**config.mk**
```make
export PLATFORM = sky130hd
export DESIGN_NAME = irq_level_arbiter
export DESIGN_NICKNAME = d
export VERILOG_FILES = /design/src/rtl/irq_arb_pkg.sv /design/src/rtl/irq_cfg_regs.sv /design/src/rtl/irq_prio_core.sv /design/src/rtl/irq_ack_port.sv /design/src/rtl/irq_level_arbiter.sv
export SDC_FILE = /design/constraint.sdc
export NUM_CORES = 2
export LEC_CHECK = 0
export BUFFER_PORTS_ARGS = -buffer_cell sky130_fd_sc_hd__buf_2
export CAP_MARGIN = 20
export CORE_MARGIN = 4
export CORE_UTILIZATION = 50
export CTS_CLUSTER_SIZE = 14
export DETAILED_ROUTE_END_ITERATION = 6
export PLACE_DENSITY_LB_ADDON = 0.2
export SLEW_MARGIN = 20
export SYNTH_ARGS = -nofsm -noshare
export SYNTH_HDL_FRONTEND = slang
export SYNTH_HIERARCHICAL = 1
export SYNTH_SLANG_ARGS = --single-unit
```
**constraint.sdc**
```tcl
create_clock -name clk -period 4.65 [get_ports clk]
set_input_delay 0.465 -clock clk [delete_from_list [all_inputs] [get_ports clk]]
set_output_delay 0.465 -clock clk [all_outputs]
set_load 0.02 [all_outputs]
```
**src/rtl/irq_arb_pkg.sv**
```systemverilog
// Package: word-address map shared by the register file, the read port,
// the checker and the bench. Assumes at most 64 sources, so the level
// fields fit in word addresses 64..127 of a 7-bit address.
package irq_arb_pkg;
    localparam int ADR_MASK  = 0;   // mask words start here
    localparam int ADR_FORCE = 4;   // force words start here
    localparam int ADR_SWACK = 8;   // global acknowledge; level n at +n
    localparam int ADR_LEVEL = 64;  // level field of source k at +k
endpackage

```
**src/rtl/irq_cfg_regs.sv**
```systemverilog
// Module: irq_cfg_regs
// Holds the writable state: per-source mask and force bits and per-source
// level fields. Decodes only its own addresses, so writes elsewhere
// (including acknowledge addresses) leave it untouched.
// Assumes NUM_SRC is a multiple of DATA_W and at most 4 words wide.
module irq_cfg_regs
    import irq_arb_pkg::*;
#(
    parameter int NUM_SRC = 64,
    parameter int LVL_W   = 3,
    parameter int DATA_W  = 32,
    parameter int ADDR_W  = 7
) (
    input  logic                              clk,
    input  logic                              rst_n,
    input  logic                              wr_en,
    input  logic [ADDR_W-1:0]                 wr_addr,
    input  logic [DATA_W-1:0]                 wr_data,
    output logic [NUM_SRC-1:0]                mask_q,
    output logic [NUM_SRC-1:0]                force_q,
    output logic [NUM_SRC-1:0][LVL_W-1:0]     level_q
);
    localparam int NWORD = NUM_SRC / DATA_W;

    // Mask and force words: reset masks everything and clears forcing.
    always_ff @(posedge clk) begin
        if (!rst_n) begin
            mask_q  <= '1;
            force_q <= '0;
        end else if (wr_en) begin
            for (int w = 0; w < NWORD; w++) begin
                if (wr_addr == ADDR_W'(ADR_MASK + w))
                    mask_q[w*DATA_W +: DATA_W] <= wr_data;
                if (wr_addr == ADDR_W'(ADR_FORCE + w))
                    force_q[w*DATA_W +: DATA_W] <= wr_data;
            end
        end
    end

    // Level fields: one word address per source, reset to disabled (0).
    always_ff @(posedge clk) begin
        if (!rst_n) begin
            level_q <= '0;
        end else if (wr_en) begin
            for (int k = 0; k < NUM_SRC; k++) begin
                if (wr_addr == ADDR_W'(ADR_LEVEL + k))
                    level_q[k] <= wr_data[LVL_W-1:0];
            end
        end
    end
endmodule

```
**src/rtl/irq_prio_core.sv**
```systemverilog
// Module: irq_prio_core
// Finds the active sources, the highest-numbered active source in every
// level, and the overall winner (highest level). Registers all winners and
// the level output compared against the processor mask. Level 0 is
// treated as disabled and has no winner slot.
module irq_prio_core #(
    parameter int NUM_SRC = 64,
    parameter int LVL_W   = 3,
    parameter int NUM_LVL = 7,
    parameter int IDX_W   = $clog2(NUM_SRC)
) (
    input  logic                              clk,
    input  logic                              rst_n,
    input  logic [NUM_SRC-1:0]                pend,
    input  logic [NUM_SRC-1:0]                mask,
    input  logic [NUM_SRC-1:0]                frc,
    input  logic [NUM_SRC-1:0][LVL_W-1:0]     level,
    input  logic [LVL_W-1:0]                  cpu_mask,
    output logic [NUM_LVL-1:0]                lvl_vld_q,
    output logic [NUM_LVL-1:0][IDX_W-1:0]     lvl_idx_q,
    output logic                              glb_vld_q,
    output logic [IDX_W-1:0]                  glb_idx_q,
    output logic [LVL_W-1:0]                  irq_level_q
);
    logic [NUM_SRC-1:0]            active;
    logic [NUM_LVL-1:0]            lvl_vld_c;
    logic [NUM_LVL-1:0][IDX_W-1:0] lvl_idx_c;
    logic                          best_vld;
    logic [LVL_W-1:0]              best_lvl;
    logic [IDX_W-1:0]              best_idx;

    // Recognition: requested by line or force, and not masked.
    assign active = (pend | frc) & ~mask;

    // One scanner per level; later (higher) source numbers overwrite.
    for (genvar g = 0; g < NUM_LVL; g++) begin : g_lvl
        logic             hit;
        logic [IDX_W-1:0] hit_idx;
        // Scan all sources for the highest-numbered one at level g+1.
        always_comb begin
            hit     = 1'b0;
            hit_idx = '0;
            for (int k = 0; k < NUM_SRC; k++) begin
                if (active[k] && level[k] == LVL_W'(g + 1)) begin
                    hit     = 1'b1;
                    hit_idx = IDX_W'(k);
                end
            end
        end
        assign lvl_vld_c[g] = hit;
        assign lvl_idx_c[g] = hit_idx;
    end

    // Overall winner: highest populated level overwrites lower ones.
    always_comb begin
        best_vld = 1'b0;
        best_lvl = '0;
        best_idx = '0;
        for (int l = 0; l < NUM_LVL; l++) begin
            if (lvl_vld_c[l]) begin
                best_vld = 1'b1;
                best_lvl = LVL_W'(l + 1);
                best_idx = lvl_idx_c[l];
            end
        end
    end

    // Register winners and the level signalled above the processor mask.
    always_ff @(posedge clk) begin
        if (!rst_n) begin
            lvl_vld_q   <= '0;
            lvl_idx_q   <= '0;
            glb_vld_q   <= 1'b0;
            glb_idx_q   <= '0;
            irq_level_q <= '0;
        end else begin
            lvl_vld_q   <= lvl_vld_c;
            lvl_idx_q   <= lvl_idx_c;
            glb_vld_q   <= best_vld;
            glb_idx_q   <= best_idx;
            irq_level_q <= (best_vld && best_lvl > cpu_mask) ? best_lvl : '0;
        end
    end
endmodule

```
**src/rtl/irq_ack_port.sv**
```systemverilog
// Module: irq_ack_port
// Register read port and response logic. Returns register contents or
// vector numbers one clock after a request; flags writes that target the
// acknowledge addresses with an error response.
module irq_ack_port
    import irq_arb_pkg::*;
#(
    parameter int NUM_SRC   = 64,
    parameter int LVL_W     = 3,
    parameter int NUM_LVL   = 7,
    parameter int DATA_W    = 32,
    parameter int ADDR_W    = 7,
    parameter int VEC_W     = 8,
    parameter int VEC_BASE  = 64,
    parameter int VEC_SPUR  = 24,
    parameter int IDX_W     = $clog2(NUM_SRC)
) (
    input  logic                              clk,
    input  logic                              rst_n,
    input  logic                              bus_valid,
    input  logic                              bus_write,
    input  logic [ADDR_W-1:0]                 bus_addr,
    input  logic [NUM_SRC-1:0]                mask,
    input  logic [NUM_SRC-1:0]                frc,
    input  logic [NUM_SRC-1:0][LVL_W-1:0]     level,
    input  logic [NUM_LVL-1:0]                lvl_vld,
    input  logic [NUM_LVL-1:0][IDX_W-1:0]     lvl_idx,
    input  logic                              glb_vld,
    input  logic [IDX_W-1:0]                  glb_idx,
    output logic                              bus_ack,
    output logic                              bus_err,
    output logic [DATA_W-1:0]                 bus_rdata
);
    localparam int NWORD = NUM_SRC / DATA_W;

    logic [DATA_W-1:0] rd_val;
    logic              is_ack_adr;

    // Vector number for a winner slot, spurious vector when empty.
    function automatic logic [VEC_W-1:0] vec_of(input logic v, input logic [IDX_W-1:0] i);
        return v ? (VEC_W'(VEC_BASE) + VEC_W'(i)) : VEC_W'(VEC_SPUR);
    endfunction

    // Acknowledge block: global at ADR_SWACK, levels right after it.
    assign is_ack_adr = (bus_addr >= ADDR_W'(ADR_SWACK)) &&
                        (bus_addr <= ADDR_W'(ADR_SWACK + NUM_LVL));

    // Read multiplexer over all readable addresses.
    always_comb begin
        rd_val = '0;
        for (int w = 0; w < NWORD; w++) begin
            if (bus_addr == ADDR_W'(ADR_MASK + w))
                rd_val = mask[w*DATA_W +: DATA_W];
            if (bus_addr == ADDR_W'(ADR_FORCE + w))
                rd_val = frc[w*DATA_W +: DATA_W];
        end
        if (bus_addr == ADDR_W'(ADR_SWACK))
            rd_val = DATA_W'(vec_of(glb_vld, glb_idx));
        for (int l = 0; l < NUM_LVL; l++) begin
            if (bus_addr == ADDR_W'(ADR_SWACK + 1 + l))
                rd_val = DATA_W'(vec_of(lvl_vld[l], lvl_idx[l]));
        end
        for (int k = 0; k < NUM_SRC; k++) begin
            if (bus_addr == ADDR_W'(ADR_LEVEL + k))
                rd_val = DATA_W'(level[k]);
        end
    end

    // Response register: strobe, error flag and read data.
    always_ff @(posedge clk) begin
        if (!rst_n) begin
            bus_ack   <= 1'b0;
            bus_err   <= 1'b0;
            bus_rdata <= '0;
        end else begin
            bus_ack   <= bus_valid;
            bus_err   <= bus_valid && bus_write && is_ack_adr;
            bus_rdata <= (bus_valid && !bus_write) ? rd_val : '0;
        end
    end
endmodule

```
**src/rtl/irq_level_arbiter.sv**
```systemverilog
// Module: irq_level_arbiter (top)
// Programmable-level interrupt prioritizer: register file, priority core
// and acknowledge/read port. All outputs are registered.
module irq_level_arbiter #(
    parameter int NUM_SRC  = 64,
    parameter int LVL_W    = 3,
    parameter int DATA_W   = 32,
    parameter int ADDR_W   = 7,
    parameter int VEC_W    = 8,
    parameter int VEC_BASE = 64,
    parameter int VEC_SPUR = 24
) (
    input  logic                 clk,
    input  logic                 rst_n,
    input  logic [NUM_SRC-1:0]   irq_pend,
    input  logic [LVL_W-1:0]     cpu_mask,
    output logic [LVL_W-1:0]     irq_level,
    input  logic                 bus_valid,
    input  logic                 bus_write,
    input  logic [ADDR_W-1:0]    bus_addr,
    input  logic [DATA_W-1:0]    bus_wdata,
    output logic                 bus_ack,
    output logic                 bus_err,
    output logic [DATA_W-1:0]    bus_rdata
);
    localparam int NUM_LVL = (1 << LVL_W) - 1;
    localparam int IDX_W   = $clog2(NUM_SRC);

    logic [NUM_SRC-1:0]            mask_q;
    logic [NUM_SRC-1:0]            force_q;
    logic [NUM_SRC-1:0][LVL_W-1:0] level_q;
    logic [NUM_LVL-1:0]            lvl_vld;
    logic [NUM_LVL-1:0][IDX_W-1:0] lvl_idx;
    logic                          glb_vld;
    logic [IDX_W-1:0]              glb_idx;

    irq_cfg_regs #(
        .NUM_SRC(NUM_SRC), .LVL_W(LVL_W), .DATA_W(DATA_W), .ADDR_W(ADDR_W)
    ) u_regs (
        .clk     (clk),
        .rst_n   (rst_n),
        .wr_en   (bus_valid && bus_write),
        .wr_addr (bus_addr),
        .wr_data (bus_wdata),
        .mask_q  (mask_q),
        .force_q (force_q),
        .level_q (level_q)
    );

    irq_prio_core #(
        .NUM_SRC(NUM_SRC), .LVL_W(LVL_W), .NUM_LVL(NUM_LVL), .IDX_W(IDX_W)
    ) u_core (
        .clk         (clk),
        .rst_n       (rst_n),
        .pend        (irq_pend),
        .mask        (mask_q),
        .frc         (force_q),
        .level       (level_q),
        .cpu_mask    (cpu_mask),
        .lvl_vld_q   (lvl_vld),
        .lvl_idx_q   (lvl_idx),
        .glb_vld_q   (glb_vld),
        .glb_idx_q   (glb_idx),
        .irq_level_q (irq_level)
    );

    irq_ack_port #(
        .NUM_SRC(NUM_SRC), .LVL_W(LVL_W), .NUM_LVL(NUM_LVL), .DATA_W(DATA_W),
        .ADDR_W(ADDR_W), .VEC_W(VEC_W), .VEC_BASE(VEC_BASE),
        .VEC_SPUR(VEC_SPUR), .IDX_W(IDX_W)
    ) u_ack (
        .clk       (clk),
        .rst_n     (rst_n),
        .bus_valid (bus_valid),
        .bus_write (bus_write),
        .bus_addr  (bus_addr),
        .mask      (mask_q),
        .frc       (force_q),
        .level     (level_q),
        .lvl_vld   (lvl_vld),
        .lvl_idx   (lvl_idx),
        .glb_vld   (glb_vld),
        .glb_idx   (glb_idx),
        .bus_ack   (bus_ack),
        .bus_err   (bus_err),
        .bus_rdata (bus_rdata)
    );
endmodule

```
Yosys cells after proc, flatten, opt, wreduce, memory -nomap -nowiden
Index checks and enable logic that the tools add are counted.
{"block": "word_totals", "register_bits": 413, "input_bits": 110, "out_inout_bits": 37, "word_cells": 2144}
{"block": "classes", "add_sub_neg": 8, "n_lt_le_gt_ge": 3, "eq_ne": 523, "muxes": 994, "bitwise_logic": 5, "reduce_logical": 527}
{"op": "$mux 6", "n": 231}
{"op": "$eq 3x3->1 const B", "n": 256}
{"op": "$mux 5", "n": 112}
{"op": "$mux 1", "n": 463}
{"op": "$logic_and 1x1->1", "n": 453}
{"op": "$eq 7x7->1 const B", "n": 64}
{"op": "$eq 3x2->1 const B", "n": 128}
{"op": "$mux 3", "n": 96}
{"op": "$mux 4", "n": 56}
{"op": "$eq 3x1->1 const B", "n": 64}
{"op": "$reduce_and 2->1", "n": 70}
{"op": "$mux 32", "n": 4}
{"op": "$mux 8", "n": 16}
{"op": "$reduce_or 74->1", "n": 1}
{"op": "$reduce_or 66->1", "n": 1}
{"op": "$add 7x6->8 const A", "n": 8}
{"op": "$and 64x64->64", "n": 1}
{"op": "$not 64->64", "n": 1}
{"op": "$or 64x64->64", "n": 1}
{"op": "$eq 7x4->1 const B", "n": 8}
{"op": "$mux 2", "n": 16}
{"op": "$eq 7x3->1 const B", "n": 2}
{"op": "$eq 7x1->1 const B", "n": 1}
{"op": "$ge 7x4->1 const B", "n": 1}
{"op": "other kinds (5)", "n": 6}

Longest topological paths before layout
{"block": "depth", "ltp_word": 77, "mapped_depth": 14}

By module
The synthesis kept the hierarchy.
{"module": "irq_prio_core", "n_inst": 1, "cells_per_inst": 1954, "area_each_um2": 12540.8}
{"module": "irq_cfg_regs", "n_inst": 1, "cells_per_inst": 1220, "area_each_um2": 12380.6}
{"module": "irq_ack_port", "n_inst": 1, "cells_per_inst": 705, "area_each_um2": 5001.0}
{"module": "irq_level_arbiter", "n_inst": 1, "cells_per_inst": 1, "area_each_um2": 6.3}

Least setup slack after synthesis
Ideal clock, no wire load.
{"block": "synth_timing", "path_type": "input -> register", "from": "input port irq_pend[35]", "to": "register u_core.irq_level_q[1]", "setup_ns": 0.126, "t_arrival_ns": 3.487, "slack_ns": 1.037, "cell_stages": 14, "path_buffers": 0, "cell_sequence": "o21ba_4 -> and2_4 -> a2111oi_4 -> nand2_2 -> or4_4 -> nor4_1 -> nand2_1 -> nand2_1 -> nand3_1 -> ha_1 -> nor2b_1 -> o21a_1 -> o21ai_0 -> nor2b_1"}
{"block": "synth_via", "elab_cells_between_ends": 229, "classes_between": "order compare: 1; mux: 217; bitwise: 2; reduce/logical: 9"}
{"element": "from (decl)", "line_no": "irq_level_arbiter.sv:15", "text": "input logic [NUM_SRC-1:0] irq_pend,"}
{"element": "$or 64x64->64 *", "line_no": "irq_prio_core.sv:33", "text": "assign active = (pend | frc) & ~mask;"}
{"element": "$and 64x64->64 *", "line_no": "irq_prio_core.sv:33"}
{"element": "$logic_and 1x1->1", "line_no": "irq_prio_core.sv:44", "text": "if (active[k] && level[k] == LVL_W'(g + 1)) begin"}
{"element": "$mux 1 (29 in a row)", "line_no": "irq_prio_core.sv:44"}
{"element": "$mux 2 (2 in a row)", "line_no": "irq_prio_core.sv:60", "text": "if (lvl_vld_c[l]) begin"}
{"element": "$mux 3 (3 in a row)", "line_no": "irq_prio_core.sv:60"}
{"element": "$mux 3 *", "line_no": "irq_prio_core.sv:60"}
{"element": "net u_core.best_lvl[1]", "line_no": "irq_prio_core.sv:29", "text": "logic [LVL_W-1:0] best_lvl;"}
{"element": "$gt 3x3->1", "line_no": "irq_prio_core.sv:81", "text": "irq_level_q <= (best_vld && best_lvl > cpu_mask) ? best_lvl : '0;"}
{"element": "$logic_and 1x1->1", "line_no": "irq_prio_core.sv:81"}
{"element": "$reduce_and 2->1 (no source line)"}
{"element": "to (signal assigned)", "line_no": "irq_prio_core.sv:81"}
{"element": "to (decl)", "line_no": "irq_prio_core.sv:23", "text": "output logic [LVL_W-1:0] irq_level_q"}
Mark *: on every way through the listed nets, which the timed path passes. The rest lies on a longest branch.
A chain may end at the register's enable or synchronous reset.

Worst setup path after layout
{"block": "layout_timing", "from": "register u_regs.force_q[19]", "to": "register u_core.glb_idx_q[0]"}
{"block": "layout_via", "elab_chain_cells": 55, "elab_cells_between_ends": 646, "classes_between": "mux: 637; bitwise: 2; reduce/logical: 7"}
{"element": "from (decl)", "line_no": "irq_cfg_regs.sv:20", "text": "output logic [NUM_SRC-1:0] force_q,"}
{"element": "from (signal, indexed assignment)", "line_no": "irq_cfg_regs.sv:35", "text": "force_q[w*DATA_W +: DATA_W] <= wr_data;"}
{"element": "$or 64x64->64 *", "line_no": "irq_prio_core.sv:33"}
{"element": "$and 64x64->64 *", "line_no": "irq_prio_core.sv:33"}
{"element": "$logic_and 1x1->1", "line_no": "irq_prio_core.sv:44"}
{"element": "$mux 5 / $mux 1 (equally long branches) (13 in a row)", "line_no": "irq_prio_core.sv:44"}
{"element": "$mux 6 / $mux 1 (equally long branches) (32 in a row)", "line_no": "irq_prio_core.sv:44"}
{"element": "$mux 6 (6 in a row)", "line_no": "irq_prio_core.sv:60"}
{"element": "$mux 6 *", "line_no": "irq_prio_core.sv:60"}
{"element": "to (signal assigned)", "line_no": "irq_prio_core.sv:80", "text": "glb_idx_q <= best_idx;"}
{"element": "to (decl)", "line_no": "irq_prio_core.sv:22", "text": "output logic [IDX_W-1:0] glb_idx_q,"}
Every way passes the cells marked *; elsewhere a longest branch is shown, timed or not.

==> impl_metrics.yaml <==
outcome:
  status: "finished, violations left"
  violations: "design-rule violations"
synth:
  synthesis.nets: 3993
  synth_top_area_share: 0.276
  yosysTopAreaCell: "dfxtp_1"
  syn_avg_cell_area_um2: 7.71
  synthFlopType: "dfxtp_1"
  yosysUniqueCellTypes: 110
  synthesis.instances: 3880
  async_flop_share: 0
  synth_area_um2: 29900
  yosys_warnings: 6
  ys_ff_latch: 413
  synth_area_leaders: "dfxtp_1 28%, mux2i_1 12%, nand2_1 6.6%, nor2_1 4.1%, nor4_1 3.9%"
  ys_seq_area_frac: 0.276
  synth_edf_count: 0
final_layout:
  nets: 4211
  final_common_cell: "nand2_1"
  stdcell_area_um2: 33900
  final_cell_mix: "520 x nand2_1, 413 x dfxtp_1, 346 x mux2i_1"
  post-route-util: 0.574
  drive_gt1_frac: 0.156
  final_cells: 4911
  syn_to_final_growth_pct: 13.4
timing:
  rsz0062_at_grt: "false"
  worst-slew-pin-transition_ns: 1.36
  max_slew_margin: 0.0854
  finalCriticalPeriod_ns: 4.55
  drv_slew: 0
  fin_crit_sh: 0.978
  hold_viol_final: 0
  achievable-frequency_mhz: 220
  finClkSkew_ns: 0.0356
  fin_setup_tns_ns: 0
  final-setup-viol-count: 0
place:
  port_buffers: 146
  post-dp-hpwl_mm: 137
  gp_congestion: 1.21
  dp.cells: 4823
  place_area_um2: 32400
power:
  peakVddDrop_mv: 0.282
  power.leakage_nw: 13.2
  power_density_nw_per_um2: 237
cts:
  cts_tree: "done"
  cts_made_buffers: 45
  clockBufferDepth: 3
  clkSinkCount: 413
  post_cts_resize_count: 0
  cts.clk_slew.worst_paths_ns: 0.07
  cts_setup_buffers: 0
  cts_htree_levels: 2
  clk_latency_ns: 0.62
  root_buffer: "clkbuf_16"
  cts_hold_buf: 0
die:
  core_um2: 59100
  die_area_um2: 63800
  die_w_um: 253
  rows: 89
  initial_core_util: 0.506
  die_h_um: 253
  ios: 147
worst_setup_path:
  reg2reg_depth: 12
  crit_fanout: 6
  worstPathRequired_ns: 5.11
  worstSetupStartpointType: "flop"
  crit_type: "flop to flop"
  arrival_ns: 5.01
  r2r_slack_ns: 0.10
  r2r_start: "u_regs/force_q[19]"
  crit_path_end_kind: "flop"
  r2r-end: "u_core/glb_idx_q[0]"
min_path:
  hold_path_end: "u_ack/bus_err"
  hp-class: "primary input to flop"
  worstHoldStart: "bus_write"
  hold_depth: 3
routing:
  num_vias: 35700
  drt-initial-drc-count: 6791
  finalWirelength_mm: 172
  wl_per_cell_um: 35.0
  drtPass1Iterations: 7
  viasPerCell: 7.27
  ant_nets: 0
  drc: 31
global_routing:
  grt_first_pass_wirelength_mm: 236
  grt_pass1_vias: 32000
  grt_max_degree: 217
  grt.total_usage: 0.512
  gr-total-overflow: 0
  antenna_found_initial: 7
flow_run:
  max-cap-violations: 0
stage by stage:
stage	setup slack [ns]	hold WS (ns)	total power (W)
after floorplan	1.04	0.449	0.00399
after global placement	0.291	0.468	0.00430
after detailed placement	0.298	0.480	0.00430
after CTS	0.499	0.0836	0.00800
after global routing	0.173	0.122	0.00817
final	0.101	0.0971	0.00803
report_power, final:
group,switching [W],total (W),leakage [nW],internal [W]
logic,0.000530,0.000726,9.15,0.000196
registers,0.00000804,0.00355,3.33,0.00354
clock network,0.00160,0.00375,0.749,0.00215
flip-flops by register name, summed over array words and instances (netlist names):
register            cells
u_core/lvl_idx_q       42
u_core/glb_idx_q        6
u_ack/bus_rdata        32
u_regs/mask_q          64
u_core/irq_level_q      3
u_ack/bus_err           1
u_regs/force_q         64
u_core/lvl_vld_q        7
u_regs/level_q        192
u_ack/bus_ack           1
u_core/glb_vld_q        1
worst max-delay path by stage:
stage / start / end / slack [ns] / cells after the start
finish: u_regs/force_q[19] / u_core/glb_idx_q[0] / 0.10 / 12
global route: u_regs/force_q[31] / u_core/irq_level_q[2] / 0.17 / 13
CTS: u_regs/force_q[52] / u_core/irq_level_q[0] / 0.50 / 14
detailed placement: irq_pend[62] / u_core/irq_level_q[2] / 0.30 / 16
global placement: irq_pend[62] / u_core/irq_level_q[1] / 0.29 / 16
floorplan: irq_pend[35] / u_core/irq_level_q[1] / 1.04 / 14
critical path, cell delays in order, from the launching register on:
cell      delay (ns)
dfxtp_1         0.40
o21ai_0         0.61
nor4_1          0.14
nor4_1          0.70
o21ai_0         0.34
a21oi_1         0.71
o41ai_1         0.12
buf_4           0.19
a211oi_1        0.34
buf_4           0.25
nor3_1          0.06
a211oi_1        0.35
o21bai_1        0.17
synthesized netlist by cell type (34+ instances only):
library cell	n
nor2b_1	157
clkbuf_1	97
nand3_1	74
o21ai_0	149
nand2b_1	123
mux2i_1	346
or2_2	40
a31oi_1	47
buf_2	53
nor3_1	181
a211oi_1	41
a21oi_1	143
a22oi_1	66
nor4_1	186
or3_1	50
dfxtp_1	413
nand4_1	64
nor2_1	325
o22ai_1	34
or4_1	70
nand2_1	523
layer usage:
layer / up-vias / GRT usage / routed length [um]
met2: 3153 / 0.706 / 65200
met5: - / 0.00226 / 52
met1: 16600 / 0.643 / 62600
met3: 841 / 0.197 / 26600
li1: 15100 / - / -
met4: 8 / 0.385 / 17500
cells by family after synthesis:
| logic type | count (synthesis) | synth area share |
|---|---|---|
| fa+ha+maj | 3 | 0.00125 |
| flops | 413 | 0.276 |
| buf+inv | 204 | 0.0312 |
| compound gates | 815 | 0.188 |
| mux | 364 | 0.124 |
| simple gates | 2081 | 0.379 |
final cells by class:
cell class / instances / area, um2
Antenna cell: 6 / 15.0
Fill cell: 5661 / 25200
Sequential cell: 413 / 8270
Clock buffer: 66 / 1320
Clock inverter: 15 / 228
Multi-Input combinational cell: 3263 / 20800
Tap cell: 773 / 967
Inverter: 34 / 128
Timing Repair Buffer: 341 / 2230
Note: power is estimated with default switching activity, not from simulation.
